### src/rtl/mwp_pkg.sv
package mwp_pkg;
  typedef enum logic [1:0] {
    ST_IDLE  = 2'd0,
    ST_MERGE = 2'd1,
    ST_FOLD  = 2'd2,
    ST_WRITE = 2'd3
  } mwp_state_e;
endpackage

### src/rtl/mwp_field_merge.sv
module mwp_field_merge #(
  parameter int W   = 16,
  parameter int FW  = 4,
  parameter int LSB = 0
) (
  input  logic [W-1:0]  word_i,
  input  logic [FW-1:0] field_i,
  output logic [W-1:0]  word_o
);
  localparam logic [W-1:0] MASK = {{(W-FW){1'b0}}, {FW{1'b1}}} << LSB;

  logic [W-1:0] field_w;
  assign field_w = {{(W-FW){1'b0}}, field_i} << LSB;
  // clear first, then merge
  assign word_o  = (word_i & ~MASK) | field_w;
endmodule

### src/rtl/mwp_parity_fold.sv
module mwp_parity_fold #(
  parameter int W = 16
) (
  input  logic                 clk_i,
  input  logic                 rst_ni,
  input  logic                 load_i,
  input  logic [W-1:0]         data_i,
  input  logic                 fold_i,
  input  logic [((W>2)?$clog2($clog2(W)):1)-1:0] idx_i,
  output logic                 par_o
);
  localparam int S = $clog2(W);

  logic [W-1:0] acc_q;
  logic [W-1:0] cand [S];

  for (genvar k = 0; k < S; k++) begin : g_stage
    localparam int H = W >> (k + 1);
    assign cand[k] = {{(W-H){1'b0}}, acc_q[2*H-1:H] ^ acc_q[H-1:0]};
  end

  always_ff @(posedge clk_i or negedge rst_ni) begin
    if (!rst_ni)     acc_q <= '0;
    else if (load_i) acc_q <= data_i;
    else if (fold_i) acc_q <= cand[idx_i];
  end

  // complemented final fold: odd overall parity
  assign par_o = ~acc_q[0];
endmodule

### src/rtl/mwp_ctrl.sv
module mwp_ctrl
  import mwp_pkg::*;
#(
  parameter int FOLDS = 4,
  parameter int IW    = 2
) (
  input  logic          clk_i,
  input  logic          rst_ni,
  input  logic          start_i,
  output logic          ready_o,
  output logic          capture_o,
  output logic          merge_o,
  output logic          fold_o,
  output logic [IW-1:0] idx_o,
  output logic          write_o
);
  localparam logic [IW-1:0] LAST = IW'(FOLDS - 1);

  mwp_state_e   state_q;
  logic [IW-1:0] cnt_q;

  always_ff @(posedge clk_i or negedge rst_ni) begin
    if (!rst_ni) begin
      state_q <= ST_IDLE;
      cnt_q   <= '0;
    end else begin
      unique case (state_q)
        ST_IDLE:  if (start_i) state_q <= ST_MERGE;
        ST_MERGE: begin
          state_q <= ST_FOLD;
          cnt_q   <= '0;
        end
        ST_FOLD: begin
          if (cnt_q == LAST) state_q <= ST_WRITE;
          else               cnt_q   <= cnt_q + 1'b1;
        end
        ST_WRITE: state_q <= ST_IDLE;
        default:  state_q <= ST_IDLE;
      endcase
    end
  end

  assign ready_o   = (state_q == ST_IDLE);
  assign capture_o = ready_o && start_i;
  assign merge_o   = (state_q == ST_MERGE);
  assign fold_o    = (state_q == ST_FOLD);
  assign idx_o     = cnt_q;
  assign write_o   = (state_q == ST_WRITE);
endmodule

### src/rtl/mwp_patch_parity.sv
module mwp_patch_parity #(
  parameter int SLICE_W = 16,
  parameter int FN_W    = 4,
  parameter int FA_LSB  = 0,
  parameter int FB_LSB  = 10,
  parameter int PAR_BIT = 0,
  parameter int TAG_W   = 4
) (
  input  logic                 clk_i,
  input  logic                 rst_ni,
  input  logic                 start_i,
  output logic                 ready_o,
  input  logic [SLICE_W-1:0]   slice0_i,
  input  logic [SLICE_W-1:0]   slice1_i,
  input  logic [SLICE_W-1:0]   slice2_i,
  input  logic [2*FN_W-1:0]    func_i,
  output logic [SLICE_W-1:0]   slice0_o,
  output logic [SLICE_W-1:0]   slice1_o,
  output logic [SLICE_W-1:0]   slice2_o,
  output logic                 done_o
);
  localparam int FOLDS = $clog2(SLICE_W);
  localparam int IW    = (SLICE_W > 2) ? $clog2(FOLDS) : 1;

  logic [SLICE_W-1:0] s0_q, s1_q, s2_q;
  logic [2*FN_W-1:0]  fn_q;
  logic [SLICE_W-1:0] m0, m1, pword, par_w;
  logic               capture, merge, fold, write, par;
  logic [IW-1:0]      idx;

  mwp_ctrl #(.FOLDS(FOLDS), .IW(IW)) u_ctrl (
    .clk_i     (clk_i),
    .rst_ni    (rst_ni),
    .start_i   (start_i),
    .ready_o   (ready_o),
    .capture_o (capture),
    .merge_o   (merge),
    .fold_o    (fold),
    .idx_o     (idx),
    .write_o   (write)
  );

  always_ff @(posedge clk_i or negedge rst_ni) begin
    if (!rst_ni) begin
      s0_q <= '0;
      s1_q <= '0;
      s2_q <= '0;
      fn_q <= '0;
    end else if (capture) begin
      s0_q <= slice0_i;
      s1_q <= slice1_i;
      s2_q <= slice2_i;
      fn_q <= func_i;
    end
  end

  mwp_field_merge #(.W(SLICE_W), .FW(FN_W), .LSB(FA_LSB)) u_merge_a (
    .word_i  (s0_q),
    .field_i (fn_q[2*FN_W-1:FN_W]),
    .word_o  (m0)
  );

  mwp_field_merge #(.W(SLICE_W), .FW(FN_W), .LSB(FB_LSB)) u_merge_b (
    .word_i  (s1_q),
    .field_i (fn_q[FN_W-1:0]),
    .word_o  (m1)
  );

  // third slice: only its top bits, right-aligned
  assign pword = m0 ^ m1 ^ {{(SLICE_W-TAG_W){1'b0}}, s2_q[SLICE_W-1 -: TAG_W]};

  mwp_parity_fold #(.W(SLICE_W)) u_fold (
    .clk_i  (clk_i),
    .rst_ni (rst_ni),
    .load_i (merge),
    .data_i (pword),
    .fold_i (fold),
    .idx_i  (idx),
    .par_o  (par)
  );

  assign par_w = {{(SLICE_W-1){1'b0}}, par} << PAR_BIT;

  always_ff @(posedge clk_i or negedge rst_ni) begin
    if (!rst_ni) begin
      slice0_o <= '0;
      slice1_o <= '0;
      slice2_o <= '0;
      done_o   <= 1'b0;
    end else begin
      done_o <= write;
      if (write) begin
        slice0_o <= m0;
        slice1_o <= m1 ^ par_w;
        slice2_o <= s2_q;
      end
    end
  end
endmodule

### config.mk
export PLATFORM = sky130hd
export DESIGN_NAME = mwp_patch_parity
export DESIGN_NICKNAME = d
export VERILOG_FILES = /design/src/rtl/mwp_pkg.sv /design/src/rtl/mwp_field_merge.sv /design/src/rtl/mwp_parity_fold.sv /design/src/rtl/mwp_ctrl.sv /design/src/rtl/mwp_patch_parity.sv
export SDC_FILE = /design/constraint.sdc
export NUM_CORES = 1
export LEC_CHECK = 0
export ABC_AREA = 1
export BUFFER_PORTS_ARGS = -buffer_cell sky130_fd_sc_hd__buf_2
export CAP_MARGIN = 25
export CORE_ASPECT_RATIO = 1.25
export CORE_UTILIZATION = 30
export DETAILED_ROUTE_END_ITERATION = 12
export GPL_ROUTABILITY_DRIVEN = 0
export HOLD_SLACK_MARGIN = 0.08
export PLACE_DENSITY_LB_ADDON = 0.2
export SETUP_SLACK_MARGIN = 0.3
export SYNTH_ARGS = -nofsm -noshare
export SYNTH_HDL_FRONTEND = slang
export SYNTH_SLANG_ARGS = --single-unit
### constraint.sdc
create_clock -name clk_i -period 2.6 [get_ports clk_i]
set_clock_uncertainty 0.2 [all_clocks]
set_input_delay 0.39 -clock clk_i [delete_from_list [all_inputs] [get_ports clk_i]]
set_output_delay 0.39 -clock clk_i [all_outputs]
set_load 0.005 [all_outputs]
Yosys cells after proc, flatten, opt, wreduce, memory -nomap -nowiden
Cells that the tools add are included.

word-level totals
  word-level logic and storage cells = 46
  bits of input ports = 59
  register bits = 125
  output and inout port bits = 50

cells by class
  $add $sub $neg = 1
  reduce and logical (&&, ||, !) cells = 5
  bitwise operators = 11
  mux-type cells = 10
  equal/unequal tests = 7
  $lt $le $gt $ge = 1

operator list
  operator                                                                number
  16-bit 2-to-1 mux                                                       4
  16-bit binary-select mux with 2-bit select                              1
  16-bit by 14-bit bitwise OR with 16-bit output                          1
  16-bit by 4-bit bitwise OR with 16-bit output                           1
  16-bit by 1-bit XOR with 16-bit output                                  1
  16-bit XOR                                                              1
  16-bit by 4-bit XOR with 16-bit output                                  1
  2-bit one-hot mux with 4 select lines                                   1
  8-bit XOR                                                               1
  2-bit equality test (second input constant)                             3
  2-bit 2-to-1 mux                                                        3
  2-bit != test (second input constant)                                   2
  2-bit one-hot mux with 2 select lines                                   1
  2-bit AND reduction                                                     2
  4-bit XOR                                                               1
  3-bit greater-or-equal comparator (second input constant)               1
  2-bit inverter with 3-bit output                                        1
  2-bit by 1-bit adder with 2-bit output (second input constant)          1
  2-bit by 1-bit equality test with 1-bit output (second input constant)  1
  2-bit zero test                                                         1
  2-bit by 1-bit != test with 1-bit output (second input constant)        1
  2-bit nonzero test                                                      1
  2-bit XOR                                                               1
  1-bit logical AND                                                       1
  2 further kinds                                                         2

Depth between registers and ports, before layout
  depth in word-level cells = 6
  depth in mapped cells = 9
  gate-level depth less buffers = 8

Cells and area by module
From an unflattened synthesis, not the netlist that was laid out.

unflattened totals
  cell total of the unflattened synthesis = 636
  area, all modules = 5,664.2 sq um

by module, submodules not included
  module            times used  cells an instance  sequential area each (sq um)  area an instance (sq um)
  mwp_patch_parity  1           464                2,627.5                       4,269.1
  mwp_parity_fold   1           104                400.4                         878.3
  mwp_ctrl          1           36                 100.1                         276.5
  mwp_field_merge   2           16                 0.0                           120.1

Worst setup path before layout
Ideal clock, no wire load.

  path kind = flip-flop to flip-flop
  from = register u_ctrl.state_q[0]
  to = register fn_q[3]
  arrival time = 1.312 ns
  clock period less this slack = 1.637 ns
  buffers on the path = 1
  stages on the path, launching flop included = 6
  slack = 0.963 ns
  data required time = 2.275 ns
  library setup time = 0.125 ns
  cell sequence = dfrtp_1 -> inv_1 -> ha_1 -> nand2_2 -> buf_6 -> mux2_4

between the ends
  word-level cells in the longest chain between the ends = 2

ends and longest elaborated chain
  element                   RTL line                RTL
  start: declaration        mwp_ctrl.sv:19          mwp_state_e state_q;
  start signal: assignment  mwp_ctrl.sv:24          state_q <= ST_IDLE;
  start signal: assignment  mwp_ctrl.sv:28          ST_IDLE: if (start_i) state_q <= ST_MERGE;
  start signal: assignment  mwp_ctrl.sv:30          state_q <= ST_FOLD;
  2-bit zero test           mwp_ctrl.sv:43          assign ready_o = (state_q == ST_IDLE);
  named net ready_o         mwp_patch_parity.sv:12  output logic ready_o,
  1-bit logical AND         mwp_ctrl.sv:44          assign capture_o = ready_o && start_i;
  end signal: assignment    mwp_patch_parity.sv:53  fn_q <= func_i;
  end: declaration          mwp_patch_parity.sv:26  logic [2*FN_W-1:0] fn_q;

The timed path passes the listed nets, and every way through them passes these cells.
A chain may end at the register's enable or synchronous reset.

Worst setup path in the final report
  from = register u_ctrl.state_q[1]
  to = register s2_q[2]

between the ends
  word-level cells in the longest chain between the ends = 2

ends and longest elaborated chain
  element                 RTL line                RTL
  2-bit zero test         mwp_ctrl.sv:43
  1-bit logical AND       mwp_ctrl.sv:44
  end signal: assignment  mwp_patch_parity.sv:52  s2_q <= slice2_i;
  end: declaration        mwp_patch_parity.sv:25  logic [SLICE_W-1:0] s0_q, s1_q, s2_q;

Every way passes these cells.

==> metrics.md <==
| Metric | Value |
|---|---|
| Run status | `finished clean` |
| CTS tree | `done` |
| CP Launch Type | `flop` |
| Synth Register Bits | `117` |
| FF-to-FF setup slack | `640 ps` |
| Met1 Use GR | `18.06%` |
| Hold_buf cts | `49` |
| Port Buffers | `100` |
| Sum Neg Setup Slack | `0 ps` |
| Slowest cell on crit path | `dfrtp_1` |
| Number of max-cap violations | `0` |
| GRT Overall Usage | `14.86%` |
| CTS Buf Count | `17` |
| Share of layout cells above drive strength 1 | `26.79%` |
| FMAX | `510.2 MHz` |
| Leak Pwr | `3.578 nW` |
| Commonest non-fill, non-tap cell in the layout | `nand2_1` |
| Internal | `5.818 mW` |
| CP peak stage delay | `400 ps` |
| GRT Max-Usage Layer | `met2` |
| Cell chain of the critical path | `inv_1 -> ha_1 -> nand2_4 -> buf_4 -> mux2_4` |
| Part of the power in registers | `36.0%` |
| Drt total wl | `11.89 mm` |
| Antenna viol nets, final | `0` |
| Fin. Hold Viols | `0` |
| FP Rows | `52` |
| CP Max Fanout | `23` |
| Die Area | `17330 um2` |
| Post-DP HPWL | `8.034 mm` |
| Final total power | `9.019 mW` |
| Kind of critical path | `flop to flop` |
| Diode count | `0` |
| Filler instances | `1601` |
| Final WS setup | `640.0 ps` |
| Post-Syn Nets | `568` |
| Grt ovf | `0` |
| Max-slew headroom | `58.74%` |
| Clock share of power | `28.1%` |
| Comb pwr share | `35.9%` |
| Crit path buf inv count | `2` |
| Slew Viols, Final | `0` |
| WP data arrival | `2050 ps` |
| Syn-to-layout area delta | `37.42%` |
| Initial antenna violation count | `0` |
| Post-CTS sizing | `0` |
| Initial Util | `30.88%` |
| Met3 Track Usage GR | `3.804%` |
| Post-synth top area cell | `dfrtp_1` |
| Core Area | `16330 um2` |
| Met2 Use GR | `25.21%` |
| Warnings from Yosys | `0` |
| Routed len/inst | `13.39 um` |
| # nets final | `723` |
| Die extent in y | `146.9 um` |
| Crit. End Element | `flop` |
| Vias per cell | `4.350` |
| Drt pass-1 iters | `4` |
| Residual DRC | `0` |
| WP data required | `2690 ps` |
| Hold Slack | `246.6 ps` |
| Die X | `118.0 um` |
| IO Pins | `109` |
| Pin count of the biggest net entering global routing | `44` |
| Peak VDD IR | `0.4814 mV` |
| Cells after Synth | `504` |
| Fin crit share | `75.39%` |
| Post-Syn Area | `5042 um2` |
| Sink Count | `117` |
| Final Setup Violations | `0` |
| Sequential Area | `2928 um2` |
| Worst min-delay path class | `input port to flop` |
| Syn Area/Cell | `10.00 um2` |
| Least-Margin Pin Slew | `618.2 ps` |
| Seq/Total Area, Yosys | `58.06%` |
| Fin cells | `888` |
| Net load switching power | `3.202 mW` |
| Placed Cells | `807` |
| Number of global-route vias before repair | `4052` |
| Clk_lat worst skew | `410 ps` |
| First-pass GRT wire length | `20.14 mm` |
| Dpl ws | `611.3 ps` |
| Synth area leaders | `dfrtp_1 58%, nand2_1 13%, mux2_4 9.2%, o21ai_0 2.7%, xnor2_1 2.3%` |
| Unrepaired setup endpoints after global routing | `false` |
| Area of the multi-input gates | `1867 um2` |
| H-tree Lvls | `4` |
| Yosys top cell area share | `58.06%` |
| # Post-CTS Setup Buffers | `0` |
| Cell variety after synth | `23` |
| Power per cell area | `1302 nW/um2` |
| Family with the most delay on the worst path | `flip-flops` |
| Vias | `3863` |
| Final Critical Period | `1960 ps` |
| Clock buffer depth | `2` |
| Clock Tree Root | `clkbuf_16` |
| Switching Fraction | `35.50%` |
| Most frequent cells in the layout | `181 x nand2_1, 117 x dfrtp_1, 99 x buf_2` |
| Initial DRC count | `157` |
| Worst-path clk slew | `60 ps` |
[worst reg2reg max path: cells and delay by family (launching register included)]
kind | cells | cell delay [ps]
fa+ha+maj | 1 | 260
buf+inv | 2 | 360
flops | 1 | 400
mux | 1 | 320
simple gates | 1 | 320
[sequential cells by signal (all words and copies together), names as in the netlist]
signal / flops
s2_q: 16
s0_q: 12
u_ctrl.idx_o: 2
slice2_o: 16
slice1_o: 16
s1_q: 12
done_o: 1
u_ctrl.state_q: 2
fn_q: 8
slice0_o: 16
u_fold.acc_q: 16
[layer usage]
metal  wire, um  vias up
met5          0        -
met1       5435     1858
met2       5916       79
li1           -     1918
met4        143        0
met3        396        8
[metrics by stage]
| step | cell area (um2) | util [%] |
|---|---|---|
| final | 6929 | 42.43 |
| after global routing | 6929 | 42.43 |
| after detailed placement | 5798 | 35.50 |
| after floorplan | 5042 | - |
| after global placement | 5798 | 35.50 |
| after CTS | 6929 | 42.43 |
[Yosys cell counts]
cell and count:
o21ai_1 2, mux2_4 31, a31oi_1 1, a21oi_2 1, ha_1 5, buf_2 6
mux2_2 3, clkbuf_1 8, nand3_1 18, buf_6 6, inv_2 3, a21oi_1 21
o211ai_1 1, buf_4 1, inv_1 29, o21ai_0 27, nand2_2 1, o31ai_1 6
nand2_1 181, dfrtp_1 117, nor2_1 22, xnor2_1 13, nand3b_1 1
[power groups by stage]
stage          combinational [mW]  sequential [mW]  clock [mW]
2_1_floorplan                2.23             3.19           0
3_3_place_gp                 3.19             3.25           0
3_5_place_dp                 3.26             3.27           0
4_1_cts                      3.32             3.26        2.59
5_1_grt                      3.69             3.37        2.70
6_report                     3.24             3.25        2.53
[layout make-up]
class / instances / share of cell area [%]
multi-input combinational: 334 / 26.94
sequential: 117 / 42.25
inverter: 32 / 1.733
timing repair buffer: 157 / 15.93
tap: 216 / 3.900
clock buffer: 17 / 6.139
clock inverter: 15 / 3.106
[final timing paths]
kind	from	end	cells after the start
max in group asynchronous	rst_ni	u_ctrl.idx_o[0]	3
setup / recovery	u_ctrl.state_q[1]	s2_q[2]	5
min in group asynchronous	rst_ni	slice1_o[12]	2
setup reg to reg	u_ctrl.state_q[1]	s2_q[2]	5
hold / removal	start_i	u_ctrl.state_q[1]	4
hold reg to reg	slice1_o[9]	slice1_o[9]	2
[cells by family (layout without fill, tap and decap cells)]
family	count (synthesis)	in the layout	share of synthesized area, %
buf+inv	53	221	5.062
fa+ha+maj	5	5	1.241
mux	34	34	9.901
compound gates	59	59	6.303
flops	117	117	58.06
simple gates	223	223	17.17
xor+xnor	13	13	2.258
(Power assumes the default switching activity.)
